$ cat config.mk
export PLATFORM = sky130hd
export DESIGN_NAME = dmaport_ctrl
export DESIGN_NICKNAME = d
export VERILOG_FILES = /design/src/rtl/dmaport_pkg.sv /design/src/rtl/dmaport_decode.sv /design/src/rtl/dmaport_req.sv /design/src/rtl/dmaport_commit.sv /design/src/rtl/dmaport_ctrl.sv
export SDC_FILE = /design/constraint.sdc
export NUM_CORES = 1
export LEC_CHECK = 0
export BUFFER_PORTS_ARGS = -buffer_cell sky130_fd_sc_hd__clkbuf_2
export CORE_ASPECT_RATIO = 1.75
export CORE_MARGIN = 3
export CORE_UTILIZATION = 45
export CTS_BUF_LIST = sky130_fd_sc_hd__clkbuf_2 sky130_fd_sc_hd__clkbuf_4 sky130_fd_sc_hd__clkbuf_8
export CTS_CLUSTER_DIAMETER = 60
export DETAILED_ROUTE_END_ITERATION = 10
export GPL_TIMING_DRIVEN = 0
export PLACE_DENSITY = 0.79
export SLEW_MARGIN = 0
export SYNTH_ARGS = -nofsm -noshare
export SYNTH_HDL_FRONTEND = slang
export SYNTH_SLANG_ARGS = --single-unit
$ cat constraint.sdc
create_clock -name clk -period 8.9 [get_ports clk]
set_clock_uncertainty 0.2 [all_clocks]
set_input_delay 0.445 -clock clk [delete_from_list [all_inputs] [get_ports clk]]
set_output_delay 0.445 -clock clk [all_outputs]
set_load 0.01 [all_outputs]
$ cat src/rtl/dmaport_pkg.sv
package dmaport_pkg;
    localparam int EP_W   = 3;
    localparam int BYTE_W = 8;

    typedef enum logic [1:0] {
        FMT_ACK_STROBE = 2'b00,
        FMT_ACK_ONLY   = 2'b01,
        FMT_CS_ADDR    = 2'b10,
        FMT_NONE       = 2'b11
    } fmt_e;

    // control register image, MSB first: width, format, burst, enable, endpoint
    typedef struct packed {
        logic            wide;
        fmt_e            fmt;
        logic            burst;
        logic            en;
        logic [EP_W-1:0] ep;
    } ctrl_t;
endpackage

$ cat src/rtl/dmaport_decode.sv
module dmaport_decode
    import dmaport_pkg::*;
#(
    parameter int ADDR_W    = 4,
    parameter int DATA_ADDR = 6
) (
    input  ctrl_t                  ctrl,
    input  logic                   rdy,
    input  logic                   dir_tx,
    input  logic                   odd_tail,
    input  logic                   ack,
    input  logic                   rd,
    input  logic                   wr,
    input  logic                   cs,
    input  logic [ADDR_W-1:0]      addr,
    input  logic                   tc,
    input  logic [2*BYTE_W-1:0]    wdata_in,
    input  logic [2*BYTE_W-1:0]    rdata_in,
    output logic                   acc_wr,
    output logic                   acc_rd,
    output logic [1:0]             wbytes,
    output logic [2*BYTE_W-1:0]    wdata_out,
    output logic [2*BYTE_W-1:0]    rdata_out
);
    localparam logic [ADDR_W-1:0] HIT_ADDR = ADDR_W'(DATA_ADDR);

    logic q_wr, q_rd;

    always_comb begin
        q_wr = 1'b0;
        q_rd = 1'b0;
        unique case (ctrl.fmt)
            FMT_ACK_STROBE: begin
                q_wr = ack & wr;
                q_rd = ack & rd;
            end
            FMT_ACK_ONLY: begin
                q_wr = ack & dir_tx & ~ctrl.burst;
                q_rd = ack & ~dir_tx & ~ctrl.burst;
            end
            FMT_CS_ADDR: begin
                q_wr = cs & (addr == HIT_ADDR) & wr;
                q_rd = cs & (addr == HIT_ADDR) & rd;
            end
            default: ;
        endcase
        acc_wr = rdy & dir_tx & q_wr;
        acc_rd = rdy & ~dir_tx & q_rd;

        if (ctrl.wide) begin
            wbytes    = (odd_tail && tc) ? 2'd1 : 2'd2;
            wdata_out = wdata_in;
            rdata_out = rdata_in;
        end else begin
            wbytes    = 2'd1;
            wdata_out = {{BYTE_W{1'b0}}, wdata_in[BYTE_W-1:0]};
            rdata_out = {{BYTE_W{1'b0}}, rdata_in[BYTE_W-1:0]};
        end
    end
endmodule

$ cat src/rtl/dmaport_req.sv
module dmaport_req (
    input  logic clk,
    input  logic rst_n,
    input  logic en,
    input  logic burst,
    input  logic rdy,
    input  logic last,
    input  logic acc,
    output logic req
);
    typedef struct packed {
        logic gap;   // cycle-steal rest cycle after a transfer
        logic hold;  // burst finished, waiting for ready to fall
    } st_t;

    st_t  st_d, st_q;
    logic kill;

    always_comb begin
        kill      = acc & (~burst | last);
        req       = en & rdy & ~kill & ~st_q.gap & ~st_q.hold;
        st_d.gap  = acc & ~burst;
        st_d.hold = burst & ((acc & last) | (st_q.hold & rdy));
    end

    always_ff @(posedge clk or negedge rst_n) begin
        if (!rst_n) st_q <= '0;
        else        st_q <= st_d;
    end

    // a cycle-steal transfer leaves one cycle without request
    p_cs_gap_r9: assert property (@(posedge clk) disable iff (!rst_n)
        (acc && !burst) |=> !req);
    // a burst-ending transfer keeps the request down afterwards
    p_burst_end_r10: assert property (@(posedge clk) disable iff (!rst_n)
        (acc && burst && last) |=> !req);
    // the hold-off releases once ready has been seen low
    p_hold_release_r10: assert property (@(posedge clk) disable iff (!rst_n)
        (st_q.hold && !rdy) |=> !st_q.hold);
endmodule

$ cat src/rtl/dmaport_commit.sv
module dmaport_commit #(
    parameter int CNT_W = 11
) (
    input  logic             clk,
    input  logic             rst_n,
    input  logic             acc_wr,
    input  logic [1:0]       wbytes,
    input  logic             trig,
    output logic             commit,
    output logic [CNT_W-1:0] commit_bytes
);
    typedef struct packed {
        logic [CNT_W-1:0] cnt;
        logic             pulse;
        logic [CNT_W-1:0] bytes;
    } st_t;

    st_t              st_d, st_q;
    logic [CNT_W-1:0] total;

    always_comb begin
        total      = st_q.cnt + (acc_wr ? CNT_W'(wbytes) : '0);
        st_d       = st_q;
        st_d.pulse = trig;
        if (trig) begin
            st_d.bytes = total;
            st_d.cnt   = '0;
        end else begin
            st_d.cnt   = total;
        end
    end

    always_ff @(posedge clk or negedge rst_n) begin
        if (!rst_n) st_q <= '0;
        else        st_q <= st_d;
    end

    assign commit       = st_q.pulse;
    assign commit_bytes = st_q.bytes;

    // the counter restarts after every commit
    p_count_restart_r11: assert property (@(posedge clk) disable iff (!rst_n)
        (trig && !acc_wr) |=> (st_q.cnt == '0));
endmodule

$ cat src/rtl/dmaport_ctrl.sv
module dmaport_ctrl
    import dmaport_pkg::*;
#(
    parameter int EP_LO     = 1,
    parameter int EP_HI     = 6,
    parameter int ADDR_W    = 4,
    parameter int DATA_ADDR = 6,
    parameter int CNT_W     = 11
) (
    input  logic                clk,
    input  logic                rst_n,
    input  logic                reg_we,
    input  logic                reg_addr,
    input  logic [7:0]          reg_wdata,
    output logic                dma_req,
    input  logic                dma_ack,
    input  logic                dma_rd,
    input  logic                dma_wr,
    input  logic                dma_cs,
    input  logic [ADDR_W-1:0]   dma_addr,
    input  logic                dma_tc,
    input  logic [15:0]         dma_wdata,
    output logic [15:0]         dma_rdata,
    input  logic [7:0]          ep_ready,
    input  logic [7:0]          ep_last,
    input  logic [7:0]          ep_dir,
    output logic [2:0]          fifo_ep,
    output logic                fifo_push,
    output logic                fifo_pop,
    output logic [1:0]          fifo_wbytes,
    output logic [15:0]         fifo_wdata,
    input  logic [15:0]         fifo_rdata,
    output logic                fifo_commit,
    output logic [CNT_W-1:0]    fifo_commit_bytes
);
    localparam logic [EP_W-1:0] SEL_LO    = EP_W'(EP_LO);
    localparam logic [EP_W-1:0] SEL_HI    = EP_W'(EP_HI);
    localparam logic            REG_CTRL  = 1'b0;
    localparam logic            REG_CMD   = 1'b1;
    localparam int              BIT_VALID = 0;
    localparam int              BIT_ODD   = 1;

    typedef struct packed {
        ctrl_t ctrl;
        logic  odd;
    } st_t;

    st_t  st_d, st_q;
    logic sel_ok, rdy, last, dir_tx, valid_set, trig;
    logic acc_wr, acc_rd;

    always_comb begin
        sel_ok    = (st_q.ctrl.ep >= SEL_LO) && (st_q.ctrl.ep <= SEL_HI);
        rdy       = sel_ok & ep_ready[st_q.ctrl.ep];
        last      = ep_last[st_q.ctrl.ep];
        dir_tx    = ep_dir[st_q.ctrl.ep];
        valid_set = reg_we & (reg_addr == REG_CMD) & reg_wdata[BIT_VALID];
        trig      = (acc_wr & dma_tc) | valid_set;

        st_d = st_q;
        if (reg_we && reg_addr == REG_CTRL) st_d.ctrl = ctrl_t'(reg_wdata);
        if (reg_we && reg_addr == REG_CMD)  st_d.odd  = reg_wdata[BIT_ODD];
        if (trig)                           st_d.odd  = 1'b0;
    end

    always_ff @(posedge clk or negedge rst_n) begin
        if (!rst_n) st_q <= '0;
        else        st_q <= st_d;
    end

    dmaport_decode #(.ADDR_W(ADDR_W), .DATA_ADDR(DATA_ADDR)) u_decode (
        .ctrl      (st_q.ctrl),
        .rdy       (rdy),
        .dir_tx    (dir_tx),
        .odd_tail  (st_q.odd),
        .ack       (dma_ack),
        .rd        (dma_rd),
        .wr        (dma_wr),
        .cs        (dma_cs),
        .addr      (dma_addr),
        .tc        (dma_tc),
        .wdata_in  (dma_wdata),
        .rdata_in  (fifo_rdata),
        .acc_wr    (acc_wr),
        .acc_rd    (acc_rd),
        .wbytes    (fifo_wbytes),
        .wdata_out (fifo_wdata),
        .rdata_out (dma_rdata)
    );

    dmaport_req u_req (
        .clk   (clk),
        .rst_n (rst_n),
        .en    (st_q.ctrl.en),
        .burst (st_q.ctrl.burst),
        .rdy   (rdy),
        .last  (last),
        .acc   (acc_wr | acc_rd),
        .req   (dma_req)
    );

    dmaport_commit #(.CNT_W(CNT_W)) u_commit (
        .clk          (clk),
        .rst_n        (rst_n),
        .acc_wr       (acc_wr),
        .wbytes       (fifo_wbytes),
        .trig         (trig),
        .commit       (fifo_commit),
        .commit_bytes (fifo_commit_bytes)
    );

    assign fifo_ep   = st_q.ctrl.ep;
    assign fifo_push = acc_wr;
    assign fifo_pop  = acc_rd;

    // the buffer port never moves data for an unready buffer
    p_move_ready_r7: assert property (@(posedge clk) disable iff (!rst_n)
        (fifo_push || fifo_pop) |-> ep_ready[fifo_ep]);
    // one direction per cycle
    p_one_dir_r7: assert property (@(posedge clk) disable iff (!rst_n)
        !(fifo_push && fifo_pop));
    // no request outside the DMA-capable endpoints
    p_sel_range_r2: assert property (@(posedge clk) disable iff (!rst_n)
        dma_req |-> (fifo_ep >= SEL_LO && fifo_ep <= SEL_HI));
    // a terminal-count write is followed by a commit
    p_tc_commit_r11: assert property (@(posedge clk) disable iff (!rst_n)
        (fifo_push && dma_tc) |=> fifo_commit);
    // narrow pushes carry one byte
    p_narrow_bytes_r8: assert property (@(posedge clk) disable iff (!rst_n)
        (fifo_push && !st_q.ctrl.wide) |-> (fifo_wbytes == 2'd1));
endmodule

* Word level (Yosys, flattened, before mapping)
Cells that the tools add are included.
Operators by class: add/subtract/negate cells 1, $lt $le $gt $ge 3, equality and inequality tests 3, muxes and demuxes 16, bitwise logic cells 36, reduce and logical (&&, ||, !) cells 6
Operators with widths (count):
- 2-to-1 mux 16 bit | 2
- bitwise AND 1 bit | 26
- adder 11 bit | 1
- 2-to-1 mux 11 bit | 1
- binary-select mux 1 bit (select 3 bit) | 3
- 2-to-1 mux 2 bit | 3
- NOT 1 bit | 6
- case mux 1 bit (3 select lines) | 2
- 2-to-1 mux 1 bit | 5
- equality test 4 x 3 -> 1 bit (second input constant) | 1
- logical AND 1 bit | 4
- less-than comparator 3 x 4 -> 1 bit (second input constant) | 1
- OR 1 bit | 4
- >= comparator 3 x 1 -> 1 bit (second input constant) | 1
- <= comparator 3 bit (second input constant) | 1
- equality test 2 x 1 -> 1 bit (second input constant) | 1
- equality test 2 bit (second input constant) | 1
- logical NOT 2 bit | 1
- nonzero test 2 bit | 1
Storage, ports and cells: register bits after elaboration 34, input bits 77, word-level logic and storage cells 76

* Logic depth before layout (Yosys ltp)
Gate-level depths: netlist of run 1.
depth after elaboration 13, gate-level depth with buffers 12

* Modules after synthesis
From an unflattened synthesis of run 1, not the netlist that was laid out.
Second synthesis, totals: cell total of the unflattened synthesis 192, area, all modules 2069.5 sq um
By module, submodules not included:
- dmaport_commit | instances 1, cells each 99, area each 1062.3 sq um, sequential area each 575.6 sq um
- dmaport_ctrl | instances 1, cells each 39, area each 591.8 sq um, sequential area each 225.2 sq um
- dmaport_decode | instances 1, cells each 46, area each 320.3 sq um, sequential area each 0.0 sq um
- dmaport_req | instances 1, cells each 8, area each 95.1 sq um, sequential area each 50.0 sq um

* Worst setup path after synthesis of run 1
No wires, ideal clock.
kind reg2reg, from register st_q (netlist bit fifo_ep[0]), to register u_commit.st_q (netlist bit u_commit.commit_bytes[8]), setup time 0.129 ns, arrival time 2.738 ns, required time 8.571 ns, slack 5.833 ns, cell stages (with the launch flop) 13, path buffers 1, clock period less this slack 3.067 ns, cell sequence dfrtp_1 buf_6 mux2i_1 mux4_2 a211oi_4 and2_1 ha_1 inv_1 fa_1 nor2_1 nand3_1 xor2_1 mux2i_1
Between the ends: word-level cells in the longest chain between the ends 8, elaborated cells between the ends (all ways) 17, those cells by class 1 x add/sub; 2 x order compare; 6 x mux; 7 x bitwise; 1 x reduce/logical
RTL lines:
- start, declared | RTL line dmaport_ctrl.sv:48 | st_t st_d, st_q;
- start signal, assigned | RTL line dmaport_ctrl.sv:68 | else st_q <= st_d;
- binary-select mux 1 bit (select 3 bit) | RTL line dmaport_ctrl.sv:56 | dir_tx = ep_dir[st_q.ctrl.ep];
- 2-to-1 mux 1 bit (not written as such) | RTL line dmaport_ctrl.sv:56
- bitwise AND 1 bit (2 in series) | RTL line dmaport_decode.sv:38 | q_wr = ack & dir_tx & ~ctrl.burst;
- case mux 1 bit (3 select lines) | RTL line dmaport_decode.sv:32 | unique case (ctrl.fmt)
- bitwise AND 1 bit (*) | RTL line dmaport_decode.sv:47 | acc_wr = rdy & dir_tx & q_wr;
- via fifo_push | RTL line dmaport_ctrl.sv:28 | output logic fifo_push,
- 2-to-1 mux 2 bit / bitwise AND 1 bit (equally long branches) | RTL line dmaport_commit.sv:22, dmaport_ctrl.sv:58
- adder 11 bit / OR 1 bit (equally long branches) | RTL line dmaport_commit.sv:22, dmaport_ctrl.sv:58
- end signal, assigned | RTL line dmaport_commit.sv:35 | else st_q <= st_d;
- end, declared | RTL line dmaport_commit.sv:18 | st_t st_d, st_q;
The timed path passes the listed nets; every way through them passes the cells marked *. The select of a mux whose other input is x is not followed. A chain may end at the register's enable or synchronous reset.

* Final worst setup path of run 1
from register st_q (netlist bit fifo_ep[0]), to register u_commit.st_q (netlist bit u_commit.commit_bytes[10])
Between the ends: word-level cells in the longest chain between the ends 8, elaborated cells between the ends (all ways) 17, those cells by class 1 x add/sub; 2 x order compare; 6 x mux; 7 x bitwise; 1 x reduce/logical
RTL lines (RTL line):
- binary-select mux 1 bit (select 3 bit) | dmaport_ctrl.sv:56
- 2-to-1 mux 1 bit (not written as such) | dmaport_ctrl.sv:56
- bitwise AND 1 bit (2 in series) | dmaport_decode.sv:38
- case mux 1 bit (3 select lines) | dmaport_decode.sv:32
- bitwise AND 1 bit (*) | dmaport_decode.sv:47
- 2-to-1 mux 2 bit / bitwise AND 1 bit (equally long branches) | dmaport_commit.sv:22, dmaport_ctrl.sv:58
- adder 11 bit / OR 1 bit (equally long branches) | dmaport_commit.sv:22, dmaport_ctrl.sv:58
Every way passes the cells marked *; elsewhere a longest branch is shown, timed or not. The select of a mux whose other input is x is not followed.

==> results list, run 1 <==
- The flow ran to the end, and the final reports show no timing, DRC or antenna violations.
- In the finished design, the share of the clock period the worst path needs comes to 0.368.
* Routed WL per cell: 13.1 um
* Seq pwr share: 0.430
* DR pass1 iterations: 4
- Clk Latency, worst-skew pair: 0.28 ns
- In the routed design, unresolved DRC markers number 0.
- Setup repair after global routing left no endpoint under its margin.
* Cell area power density: approximately 150 nW/um^2
- Root buf cell: sky130_fd_sc_hd__clkbuf_8
- After the flow finishes, the layout carries non-filler instances totaling around 370.
- After detailed routing, the number of vias per cell comes to about 4.8.
- Counting tap cells, the placed design contains a total of between 300 and 400 instances.
- The first global-routing pass estimated a little over 8 mm of wire.
- TritonCTS built the clock tree.
* Part of the total power dissipated in the clock network: 0.266
- Total die area: 5590 um^2
* Cell depth of the worst flop-to-flop path: 11
- Once detailed placement completed, the half-perimeter wirelength came to just over 4 mm.
* Inserted Clock Buffers: 5
- The initial antenna violation count was 0.
- The total overflow left after global routing is 0.
* Max-capacitance violation count: 0
- The library cell used most frequently in the layout, excluding fill and tap cells, is sky130_fd_sc_hd__clkbuf_2.
* Crit. End Element: flip-flop
- In this run the deepest clock path goes through 2 buffers.
- In this run the tightest slew margin relative to its limit is 0.446.
- Proportion of total power due to net switching: 0.283
- Of the cells placed in the final design, the portion with a size suffix greater than 1 is 0.520.
- CP required: between 8 and 9 ns
- Diodes inserted: 0
* Top library cells by usage in the layout, fill and taps aside: sky130_fd_sc_hd__clkbuf_2 (110), sky130_fd_sc_hd__dfrtp_1 (34), sky130_fd_sc_hd__buf_4 (31)
- IO Port Bufs: 110
* Number of placed I/O pins: between 100 and 150
- The filler cells instantiated in the layout total approximately 400.
- Yosys mapped the design onto 36 distinct sky130hd cell types.
* Final weighted congestion in routability-driven placement: approximately 0.80
- The final layout contains routed wiring with a total length of 4.89 mm.
- For this run, the top clock speed supported by timing is slightly above 300 MHz.
- Area overhead of the layout relative to synthesis: 33.0%
- Class of the most critical hold timing path: in2async
- Measured along the y axis, the die boundary spans around 97 um.
* Post-Route Setup TNS: 0 ns
- After routing the design area is roughly 2800 um^2.
* Warnings from Yosys: 0
- The count of nets left with antenna violations once routing finished came out at 0.
- H-tree Lvls: 2
* Static leakage: about 1.5 nW
- Final setup violation count: 0
- In this run the worst path has a maximum fanout of 8.
- 1st-iter DRT viols: 49
- Number of nets in the final layout: about 400
- Once placement finished, the instance area stood at 2730 um^2.
- Standard-cell rows: 32
- Worst vdd ir: 108 uV
- NetSw: 117 uW
- Cells after Synth: a little over 200
- The multi-input combinational cells in the finished layout cover a total of between 900 and 1000 um^2.
- Sequential-to-total area share from yosys stat: 0.403
* Post-Syn Nets: around 280
- Counting every sink on the clock net gives 34.
- Final number of hold-violating endpoints: 0
- Number of setup buffers added after CTS: 0
- Entering global routing, the biggest net connects 35 pins.
* Slew @ Worst Pin: between 0.8 and 0.9 ns
- Vias in the first global route: roughly 1.9k
- Of the total power, combinational logic draws 0.304.
- Sequential cell area: 851 um^2
* Critical path data arrival time: around 3.2 ns
* Max Transition Viols Final: 0
- Final critical-path required period: approximately 3.3 ns
* Vias: around 1.8k
* Element type at the critical path start: flip-flop
- Internal power comes to a little under 300 uW.
* Die width: 57.8 um
- Hold Buf Count CTS: 0
* Initial core utilization: 0.471
* Worst setup path class: reg2reg
- After synthesis the netlist holds a flip-flop and latch count of 34.
- Post-Syn Area: ~2100 um^2
- After clock tree synthesis, the clock-pin slew on the worst setup and hold paths is 0.06 ns.
- Once the clock tree was built, the resizer swapped 0 gates to a different size.
* Post-Synthesis Mean Instance Area: just over 10 um^2
* Core outline area: roughly 4500 um^2
- For this run, the total global-route usage over all layers was measured as 0.183.
-- layout make-up --
class | count | area share
sequential | 34 | 0.303
tap | 51 | 0.0227
timing repair buffer | 110 | 0.196
inverter | 16 | 0.0214
clock buffer | 7 | 0.0298
buffer | 37 | 0.102
multi-input combinational | 117 | 0.325
-- critical path, cell delays in order, from the launching register on --
cell	delay [ns]
sky130_fd_sc_hd__dfrtp_1	0.39
sky130_fd_sc_hd__buf_6	0.15
sky130_fd_sc_hd__mux2i_1	0.13
sky130_fd_sc_hd__mux4_2	0.54
sky130_fd_sc_hd__a211oi_4	0.30
sky130_fd_sc_hd__and2_1	0.17
sky130_fd_sc_hd__ha_1	0.16
sky130_fd_sc_hd__inv_1	0.06
sky130_fd_sc_hd__fa_1	0.43
sky130_fd_sc_hd__nor3_1	0.33
sky130_fd_sc_hd__xnor2_1	0.19
sky130_fd_sc_hd__mux2i_1	0.11
-- flip-flops by register name (all words and copies together) (netlist names) --
| name | count |
|---|---|
| fifo_ep | 3 |
| u_req.st_q | 2 |
| u_commit.st_q | 11 |
| u_commit.commit_bytes | 11 |
| u_commit.commit | 1 |
| st_q | 6 |
-- per-layer routing --
layer / track usage / up-vias / wire length (um)
met4: 0.0536 / 0 / 60
met2: 0.360 / 66 / 2810
met1: 0.177 / 829 / 1660
li1: - / 872 / -
met3: 0.0414 / 6 / 360
met5: 0 / - / 0
-- synthesized netlist by cell type --
cell type | n | area, um^2
sky130_fd_sc_hd__a211oi_4 | 1 | 20.0
sky130_fd_sc_hd__a21boi_0 | 1 | 7.51
sky130_fd_sc_hd__a21oi_1 | 4 | 20.0
sky130_fd_sc_hd__a31oi_1 | 1 | 6.26
sky130_fd_sc_hd__a32o_2 | 1 | 11.3
sky130_fd_sc_hd__and2_1 | 19 | 119
sky130_fd_sc_hd__and3_1 | 1 | 6.26
sky130_fd_sc_hd__and4b_1 | 1 | 10.0
sky130_fd_sc_hd__buf_12 | 1 | 20.0
sky130_fd_sc_hd__buf_2 | 1 | 5.00
sky130_fd_sc_hd__buf_4 | 31 | 233
sky130_fd_sc_hd__buf_6 | 2 | 22.5
sky130_fd_sc_hd__clkbuf_1 | 2 | 7.51
sky130_fd_sc_hd__dfrtp_1 | 34 | 851
sky130_fd_sc_hd__fa_1 | 1 | 20.0
sky130_fd_sc_hd__ha_1 | 2 | 25.0
sky130_fd_sc_hd__inv_1 | 16 | 60.1
sky130_fd_sc_hd__mux2_1 | 1 | 11.3
sky130_fd_sc_hd__mux2_2 | 8 | 90.1
sky130_fd_sc_hd__mux2i_1 | 16 | 160
sky130_fd_sc_hd__mux4_2 | 4 | 90.1
sky130_fd_sc_hd__nand2_1 | 7 | 26.3
sky130_fd_sc_hd__nand2b_1 | 1 | 6.26
sky130_fd_sc_hd__nand3_1 | 5 | 25.0
sky130_fd_sc_hd__nand4_1 | 3 | 18.8
sky130_fd_sc_hd__nor2_1 | 14 | 52.6
sky130_fd_sc_hd__nor2b_1 | 6 | 37.5
sky130_fd_sc_hd__nor3_1 | 2 | 10.0
sky130_fd_sc_hd__nor3b_1 | 3 | 22.5
sky130_fd_sc_hd__o21ai_0 | 2 | 10.0
sky130_fd_sc_hd__o21ai_1 | 1 | 5.00
sky130_fd_sc_hd__or2_2 | 1 | 6.26
sky130_fd_sc_hd__or3b_1 | 1 | 8.76
sky130_fd_sc_hd__or4b_1 | 1 | 10.0
sky130_fd_sc_hd__xnor2_1 | 5 | 43.8
sky130_fd_sc_hd__xor2_1 | 4 | 35.0
-- kinds of logic (layout without fill, tap and decap cells) --
logic type,after synthesis,after routing,synth area share
simple gates,65,65,0.170
buf+inv,53,170,0.165
flops,34,34,0.403
mux,29,29,0.166
compound gates,11,11,0.0379
xor+xnor,9,9,0.0373
fa+ha+maj,3,3,0.0213
-- per-stage QoR --
step / setup WS (ns) / hold WS [ns] / power, mW / util
after CTS: 5.60 / 0.0727 / 0.419 / 0.627
after detailed placement: 5.61 / 0.273 / 0.308 / 0.608
final: 5.62 / 0.0545 / 0.412 / 0.627
after floorplan: 5.83 / -0.0506 / 0.259 / -
after global placement: 5.66 / 0.267 / 0.304 / 0.608
after global routing: 5.36 / 0.106 / 0.439 / 0.627
-- worst paths after layout --
kind | from | end | slack [ns]
worst max register to register | fifo_ep[0]$_DFFE_PN0P_ | u_commit.commit_bytes[10]$_DFFE_PN0P_ | 5.62
worst min register to register | st_q[5]$_DFFE_PN0P_ | u_req.st_q[1]$_DFF_PN0_ | 0.27
max in group asynchronous | rst_n | u_req.st_q[0]$_DFF_PN0_ | 7.93
worst max-delay path | fifo_ep[0]$_DFFE_PN0P_ | u_commit.commit_bytes[10]$_DFFE_PN0P_ | 5.62
min in group clk | reg_wdata[4] | st_q[5]$_DFFE_PN0P_ | 0.18
worst min-delay path | rst_n | u_commit.commit_bytes[6]$_DFFE_PN0P_ | 0.05
-- power groups by stage --
stage          registers, mW  clock network [mW]  logic (mW)
3_5_place_dp           0.181                   0       0.127
3_3_place_gp           0.180                   0       0.124
6_report               0.177               0.110       0.125
2_1_floorplan          0.178                   0      0.0816
5_1_grt                0.179               0.120       0.139
4_1_cts                0.178               0.114       0.128
No activity file was read; power rests on OpenSTA's default activity.
==> run 2, diff against run 1 <==
CORE_UTILIZATION = 40   (was 45)
PLACE_DENSITY = 0.74   (was 0.79)
clock period = 2.93 ns   (was 8.9 ns; I/O delays follow)
==> results list, run 2 (same netlist as run 1, synthesis figures left out) <==
* Final non-filler cell area: approximately 3200 um^2
- Inserted Clock Buffers: 5
- For this run, design rule violations remaining after detail routing come to 0.
- The floorplan step defined a die boundary enclosing 6230 um^2.
* Maximum number of pins on one net before global-route repair: 35
- STA puts the critical path data arrival time at 3.04 ns.
- Final worst path period share: 1.03
- For this design the ratio of total power to cell area is around 420 nW/um^2.
- Vias per cell: ~4.7
- For the worst flop-to-flop path, the logic depth is 12.
* FILL cells: between 400 and 500
- The number of global-route vias before repair came to roughly 1.7k.
- CTS max path bufs: 2
- Setup repair after global routing could not meet its margin everywhere.
* Global-route usage over all layers: 0.156
- Share of post-route cells with drive strength above 1: 0.579
* Clock sinks: 34
- Clk Latency, worst-skew pair: 0.28 ns
* Reg2Reg Launch Point: fifo_ep[0]$_DFFE_PN0P_
- Number of placed I/O pins: roughly 130
* Most common library cell in the layout ignoring fill and taps: sky130_fd_sc_hd__clkbuf_2
* Die width: slightly above 60 um
* IO Port Bufs: 110
* Die height: 102 um
* First-pass GRT wire length: 7.36 mm
- Final total power: ~1.3 mW
- The number of hold-slack violations in the final timing report is 1.
* Crit path setup slack, layout: -0.101 ns
* Placed cell count: 368
- CP required: 2.94 ns
- Startpoint of the lowest-slack hold path: reg_addr
- Worst hold path cell count: 4
- In this run the number of H-tree levels came out at 2.
- Worst setup path class: reg2reg
* Antenna-violating nets left: 0
- For this block, the routed nets add up to about 5.3 mm of wire.
* Register-to-register path setup slack: -0.10 ns
- Root buf cell: sky130_fd_sc_hd__clkbuf_8
* Initial core utilization: 0.421
* 1st-iter DRT viols: 55
* Core outline area: about 5000 um^2
- Detailed-placement wirelength estimate: just under 4 mm
- After detailed routing, the average wire length per cell comes to 13.3 um.
- For this design the static power due to leakage is ~1.6 nW.
- Element type at the critical path start: flip-flop
- The initial antenna violation count came to 0.
- Slew @ Worst Pin: 0.830 ns
* Final setup violation count: 13
- Violations in the final reports: hold timing, setup timing
- Final weighted congestion in routability-driven placement: ~0.8
- DR pass1 iterations: 4
- Worst vdd ir: 325 uV
- The finished layout holds approximately 400 standard cells, fillers aside.
- Counting I/O delays and the setup requirement, the final critical path takes 3.03 ns.
- 0 antenna diodes ended up in the layout.
* Worst r2r dst: u_commit.commit_bytes[8]$_DFFE_PN0P_
- Max-cap violations in this run came to 0.
* Clock transition at the registers of the reported paths: 0.07 ns
- Standard-cell rows: 34
- Detailed routing inserted a total of 1867 vias.
- Peak fanout along the critical path: 6
* Max Clock Freq: between 300 and 400 MHz
- Adding up every negative setup slack in the final design gives -0.585 ns.
* Clock tree from TritonCTS: yes
- Final-layout worst hold slack: -0.0157 ns
- The min-delay analysis places its worst path in the category in2reg.
- Area overhead of the layout relative to synthesis: 49.8%
* Placed Area: ~2800 um^2
- The number of max-slew violations in the final report came to 0.
- After global routing the overflow that remains totals 0.
* Destination of the worst hold path: st_q[0]$_DFFE_PN0P_
- Crit. End Element: flip-flop
- In this run the tightest slew margin relative to its limit is 0.446.
- Outcome: finished, violations left
- The library cells used most frequently in the layout, excluding fill and tap cells, are sky130_fd_sc_hd__clkbuf_2 (110), sky130_fd_sc_hd__buf_4 (44), sky130_fd_sc_hd__dfrtp_1 (34).
- Number of nets in the final layout: between 400 and 500
run 2: cell types whose count changed in the layout (fill, tap and decap cells not counted), sizes merged:
| cell | previous run | this run |
|---|---|---|
| buf | 35 | 49 |
| dlygate4sd3 | 0 | 11 |
| clkinv | 0 | 1 |
run 2: critical path, stage by stage, from the launching register on:
cell and delay [ns]:
sky130_fd_sc_hd__dfrtp_1 0.39, sky130_fd_sc_hd__buf_6 0.14, sky130_fd_sc_hd__mux2i_1 0.12, sky130_fd_sc_hd__mux4_2 0.51, sky130_fd_sc_hd__a211oi_4 0.27, sky130_fd_sc_hd__and2_4 0.20
sky130_fd_sc_hd__ha_4 0.15, sky130_fd_sc_hd__inv_2 0.04, sky130_fd_sc_hd__fa_2 0.40, sky130_fd_sc_hd__nor2_4 0.15, sky130_fd_sc_hd__nand3_2 0.10, sky130_fd_sc_hd__xor2_2 0.16
sky130_fd_sc_hd__mux2i_1 0.13
run 2: how the worst max path moves through the flow:
stage | start | to | slack, ns | depth (start not counted)
final | fifo_ep[0]$_DFFE_PN0P_ | u_commit.commit_bytes[8]$_DFFE_PN0P_ | -0.10 | 12
after floorplan | fifo_ep[2]$_DFFE_PN0P_ | u_commit.commit_bytes[8]$_DFFE_PN0P_ | -0.08 | 12
after CTS | fifo_ep[0]$_DFFE_PN0P_ | u_commit.commit_bytes[8]$_DFFE_PN0P_ | -0.1 | 12
after global placement | fifo_ep[2]$_DFFE_PN0P_ | u_commit.commit_bytes[10]$_DFFE_PN0P_ | -0.24 | 11
after detailed placement | fifo_ep[2]$_DFFE_PN0P_ | u_commit.commit_bytes[10]$_DFFE_PN0P_ | -0.25 | 11
after global routing | fifo_ep[0]$_DFFE_PN0P_ | u_commit.commit_bytes[9]$_DFFE_PN0P_ | -0.23 | 14
run 2: repair_timing:
| item | 4_1_cts | 5_1_grt |
|---|---|---|
| endpoints found under the hold margin | 43 | 0 |
| hold buffers | 12 | 0 |
| buffers inserted | 7 | 7 |
| setup endpoints to repair | 14 | 19 |
| pin swaps | 7 | 5 |
| gates resized for setup | 5 | 14 |
run 2: layout make-up:
| class | instances | area (um^2) | area share |
|---|---|---|---|
| Buffer | 37 | 294 | 0.0929 |
| Timing Repair Buffer | 135 | 769 | 0.243 |
| Sequential cell | 34 | 851 | 0.269 |
| Multi-Input combinational cell | 117 | 1030 | 0.325 |
| Tap cell | 54 | 67.6 | 0.0213 |
| Clock buffer | 7 | 90.1 | 0.0285 |
| Inverter | 16 | 60.1 | 0.0190 |
| Clock inverter | 1 | 5.00 | 0.00158 |
run 2: metrics by stage:
stage,utilization,setup slack (ns),hold WS (ns)
2_1_floorplan,-,-0.0755,-0.349
3_3_place_gp,0.548,-0.237,0.0846
3_5_place_dp,0.548,-0.245,0.0917
4_1_cts,0.607,-0.0992,0.132
5_1_grt,0.631,-0.225,0.0131
6_report,0.631,-0.101,-0.0157
run 2: report_power, final:
part	leakage, nW	switching (mW)	internal, mW	total [mW]
registers	0.454	0.0326	0.510	0.542
clock network	0.0517	0.155	0.199	0.353
logic	1.14	0.191	0.247	0.438
run 2: routing by layer:
layer  wire [um]  global-route usage  vias up  share of wire
li1            -                   -      920              -
met1        1860               0.164      858           0.35
met2        3020               0.298       80           0.57
met3         387              0.0291        9          0.072
met4          78              0.0518        0          0.015
met5           0                   0        -              0
